<file path="src/rtl/pulse_burst_gen.sv">
module pulse_burst_gen #(
  parameter int DW = 14,
  parameter int TW = 32,
  parameter int NW = 16
) (
  input  logic          clk,
  input  logic          rst_n,
  input  logic [TW-1:0] cfg_width,
  input  logic [TW-1:0] cfg_period,
  input  logic [NW-1:0] cfg_count,
  input  logic [DW-1:0] cfg_amp,
  input  logic          start,
  input  logic          soft_rst,
  output logic [DW-1:0] dac_data,
  output logic          busy,
  output logic          done
);

  logic [TW-1:0] w_q, p_q, phase;
  logic [NW-1:0] n_q, idx;
  logic [DW-1:0] a_q;

  wire cfg_ok   = (|cfg_width) && (|cfg_period) && (|cfg_count);
  wire go       = start && !busy && !soft_rst && cfg_ok;
  wire per_end  = (phase == p_q - 1'b1);
  wire last_pls = (idx == n_q - 1'b1);

  always_ff @(posedge clk) begin
    if (!rst_n) begin
      busy  <= 1'b0;
      done  <= 1'b0;
      phase <= '0;
      idx   <= '0;
      w_q   <= '0;
      p_q   <= '0;
      n_q   <= '0;
      a_q   <= '0;
    end else begin
      done <= 1'b0;
      if (soft_rst) begin
        busy  <= 1'b0;
        phase <= '0;
        idx   <= '0;
      end else if (!busy) begin
        if (go) begin
          busy  <= 1'b1;
          phase <= '0;
          idx   <= '0;
          w_q   <= cfg_width;
          p_q   <= cfg_period;
          n_q   <= cfg_count;
          a_q   <= cfg_amp;
        end
      end else if (per_end) begin
        phase <= '0;
        if (last_pls) begin
          busy <= 1'b0;
          done <= 1'b1;
        end else begin
          idx <= idx + 1'b1;
        end
      end else begin
        phase <= phase + 1'b1;
      end
    end
  end

  assign dac_data = (busy && phase < w_q) ? a_q : '0;

  p_reset_idle_r1: assert property (@(posedge clk) !rst_n |=> !busy && !done);
  p_start_busy_r2: assert property (@(posedge clk) disable iff (!rst_n)
    (start && !busy && !soft_rst && cfg_ok) |=> busy);
  p_phase_bound_r3: assert property (@(posedge clk) disable iff (!rst_n)
    busy |-> phase < p_q);
  p_cfg_held_r4: assert property (@(posedge clk) disable iff (!rst_n)
    (busy && $past(busy)) |-> ($stable(a_q) && $stable(w_q) && $stable(p_q) && $stable(n_q)));
  p_bad_cfg_r6: assert property (@(posedge clk) disable iff (!rst_n)
    (!busy && !cfg_ok) |=> !busy);
  p_done_once_r7: assert property (@(posedge clk) disable iff (!rst_n)
    done |=> !done);
  p_done_end_r7: assert property (@(posedge clk) disable iff (!rst_n)
    done |-> (!busy && $past(busy)));
  p_abort_r8: assert property (@(posedge clk) disable iff (!rst_n)
    soft_rst |=> (!busy && !done && dac_data == '0));
  p_idle_quiet_r9: assert property (@(posedge clk) disable iff (!rst_n)
    !busy |-> dac_data == '0);

endmodule

</file>
<file path="config.mk">
export PLATFORM = sky130hd
export DESIGN_NAME = pulse_burst_gen
export DESIGN_NICKNAME = d
export VERILOG_FILES = /design/src/rtl/pulse_burst_gen.sv
export SDC_FILE = /design/constraint.sdc
export NUM_CORES = 1
export LEC_CHECK = 0
export BUFFER_PORTS_ARGS = -buffer_cell sky130_fd_sc_hd__buf_2
export CORE_MARGIN = 2
export CORE_UTILIZATION = 40
export CTS_BUF_LIST = sky130_fd_sc_hd__clkbuf_2 sky130_fd_sc_hd__clkbuf_4 sky130_fd_sc_hd__clkbuf_8
export DETAILED_ROUTE_END_ITERATION = 6
export PLACE_DENSITY = 0.65
export SYNTH_ARGS = -nofsm -noshare
export SYNTH_HDL_FRONTEND = slang
export SYNTH_SLANG_ARGS = --single-unit
</file>
<file path="constraint.sdc">
create_clock -name clk -period 10.6 [get_ports clk]
set_input_delay 0.53 -clock clk [delete_from_list [all_inputs] [get_ports clk]]
set_output_delay 0.53 -clock clk [all_outputs]
set_load 0.1 [all_outputs]
</file>
==> results.sh <==
export IMPL_status="complete, no violations"
export IMPL_synth_edf_count=0
export IMPL_use_met1=0.224
export IMPL_viasPerCell=5.40
export IMPL_tightest_slew_ps=864
export IMPL_nets=1244
export IMPL_dp_hpwl_um=15900
export IMPL_ios=114
export IMPL_finalSetupViolations=0
export IMPL_chipHeight_um=152
export IMPL_cp_end_kind="register"
export IMPL_async_flop_share=0
export IMPL_ctsResizeCount=0
export IMPL_clock_path_buffers=2
export IMPL_setup_tns_ps=0
export IMPL_min_period_ps=4330
export IMPL_vias=7584
export IMPL_routabilityCongestion=0.901
export IMPL_synthFlopType="dfxtp_1"
export IMPL_power_density_mw_per_mm2=126
export IMPL_worstSkewPairLatency_ps=460
export IMPL_rsz0062_at_grt="false"
export IMPL_synthCells=1018
export IMPL_grt_pass1_wl_um=35400
export IMPL_drtAntennaViolNets=0
export IMPL_grt_max_degree=97
export IMPL_core_area_mm2=0.0216
export IMPL_use_met3=0.0482
export IMPL_cts_buffers=17
export IMPL_yosysSeqAreaShare=0.330
export IMPL_crit_type="reg2reg"
export IMPL_port_buffers=113
export IMPL_cts_sinks=144
export IMPL_cts_htree_levels=4
export IMPL_grt_pass1_vias=7028
export IMPL_cts_root_buf="clkbuf_8"
export IMPL_ys_types=62
export IMPL_area_growth_pct=14.0
export IMPL_crit_path_start_kind="register"
export IMPL_avgSynthCellArea_um2=8.59
export IMPL_ys_seq_elements=144
export IMPL_peakVddDrop_v=0.0000727
export IMPL_hp_class="in2reg"
export IMPL_syn_nets=1151
export IMPL_wl_um=21700
export IMPL_cts_setup_buffers=0
export IMPL_wl_per_cell_um=15.4
export IMPL_grt_antenna_before_repair=1
export IMPL_drtIter0Drc=366
export IMPL_slew_headroom=0.424
export IMPL_cp_arrival_ps=4720
export IMPL_drt_pass1_iterations=5
export IMPL_max_freq_mhz=231
export IMPL_hold_viol_final=0
export IMPL_leakage_nw=3.90
export IMPL_placement_rows=54
export IMPL_busiest_layer="met2"
export IMPL_yosysWarnings=0
export IMPL_dieArea_mm2=0.0231
export IMPL_netlist_area_mm2=0.00874
export IMPL_critPathRequiredTime_ps=10990
export IMPL_cts_tree="built"
export IMPL_fin_worst_skew_ps=9.67
export IMPL_post_synth_top_area_cell="dfxtp_1"
export IMPL_drive_gt1_frac=0.156
export IMPL_start_util=0.404
export IMPL_holdWs_ps=326
export IMPL_grt_overflow=0
export IMPL_drcViolationCount=0
export IMPL_synth_top_cells_by_area="dfxtp_1 33%, mux2i_1 11%, nor2b_1 7.2%, ha_1 5.0%, xnor2_1 4.0%"
export IMPL_synth_top_cells_by_count="144 x dfxtp_1, 100 x mux2i_1, 100 x nor2b_1, 56 x inv_1, 49 x nor2_1"
export IMPL_yosysMostFrequentCell="dfxtp_1"
export IMPL_grt_use_total=0.185
export IMPL_ctsHoldBuffers=0
export IMPL_finalCritPeriodShare=0.409
export IMPL_clkTransAtPathRegs_ps=90
export IMPL_use_met2=0.325
export IMPL_maxCapViolations=0
export IMPL_die_w_um=152
export IMPL_reg2reg_setup_slack_ps=6270
export IMPL_path_max_fanout=27
export IMPL_slew_viol_final=0
export IMPL_synth_top_area_frac=0.330
-- flip-flops by register name, indices dropped and copies added, names as in the netlist --
name	flops
n_q	16
p_q	32
w_q	32
done	1
phase	32
busy	1
idx	16
a_q	14
-- cell families (layout without fill, tap and decap cells) --
group | after synthesis | in the layout | synth area share
xor gates and xnor gates | 62 | 62 | 0.0621
adders and majority gates | 35 | 35 | 0.0501
muxes | 103 | 103 | 0.118
other | 0 | 1 | 0
DFF | 144 | 144 | 0.330
buffers and inverters | 101 | 207 | 0.0444
AOI/OAI and AO/OA | 162 | 162 | 0.123
and+or+nand+nor | 411 | 411 | 0.273
-- per-stage QoR --
step | util | cells | power (W) | worst slack (ps) | instance area, µm²
after CTS | 0.461 | 1404 | 0.00127 | 6300 | 9970
after floorplan | - | 1018 | 0.000738 | 6770 | 8740
after detailed placement | 0.442 | 1372 | 0.000796 | 6340 | 9550
after global placement | 0.442 | 1372 | 0.000793 | 6500 | 9550
final | 0.461 | 1405 | 0.00125 | 6270 | 9970
after global routing | 0.461 | 1404 | 0.00132 | 5940 | 9970
-- cell usage in the layout, fill, tap and decap left out, types with 8 or more instances in the layout --
cell type / count
a21o_1: 22
or4_1: 13
nor3_1: 21
ha_1: 35
dfxtp_1: 144
a22o_1: 9
nor4_1: 31
buf_2: 113
or3_1: 18
nand4_1: 27
and4_1: 8
mux2i_1: 100
and3_1: 10
o21ai_0: 40
xor2_1: 22
nand2_1: 42
nor2_1: 48
a21oi_1: 39
clkbuf_8: 18
inv_1: 56
xnor2_1: 40
nor2b_1: 100
and2_1: 21
nand3_1: 43
-- worst max-delay path, cell delays in order, from the launching register on --
cell and delay (ps):
dfxtp_1 380, inv_1 80, ha_1 250, nor3b_2 370
nand4_1 370, or4_1 600, a32oi_1 200, nand4_1 170
nor4_4 560, nand3_2 490, or4_1 630, a21oi_1 150
-- report_power, final --
part	total, W	internal, W	switching (W)
sequential	0.000578	0.000558	0.0000199
clock	0.000467	0.000238	0.000230
combinational	0.000206	0.0000958	0.000110
-- cell type report --
cell class                 count  area, µm²
tap                          280        350
fill                        2167      11700
timing repair buffer         119        611
clock inverter                14        166
sequential                   144       2880
multi-input combinational    773       5500
antenna                        1       2.50
clock buffer                  18        248
inverter                      56        210
-- path summary, 6_finish.rpt --
path                                 start      end  depth (start not counted)
worst max register to register      p_q[0]  idx[13]                         11
worst max-delay path                p_q[0]  idx[13]                         11
worst min-delay path            cfg_amp[1]   a_q[1]                          3
worst min register to register     idx[13]  idx[13]                          2
-- per-layer routing --
layer  part of all wire  wire length, µm  vias up
met2               0.50            10800      150
met4              0.018              401        0
met5                  0                0        -
met1               0.44             9500     3570
met3              0.046             1000       26
li1                   -                -     3838
(Power assumes the default switching activity.)
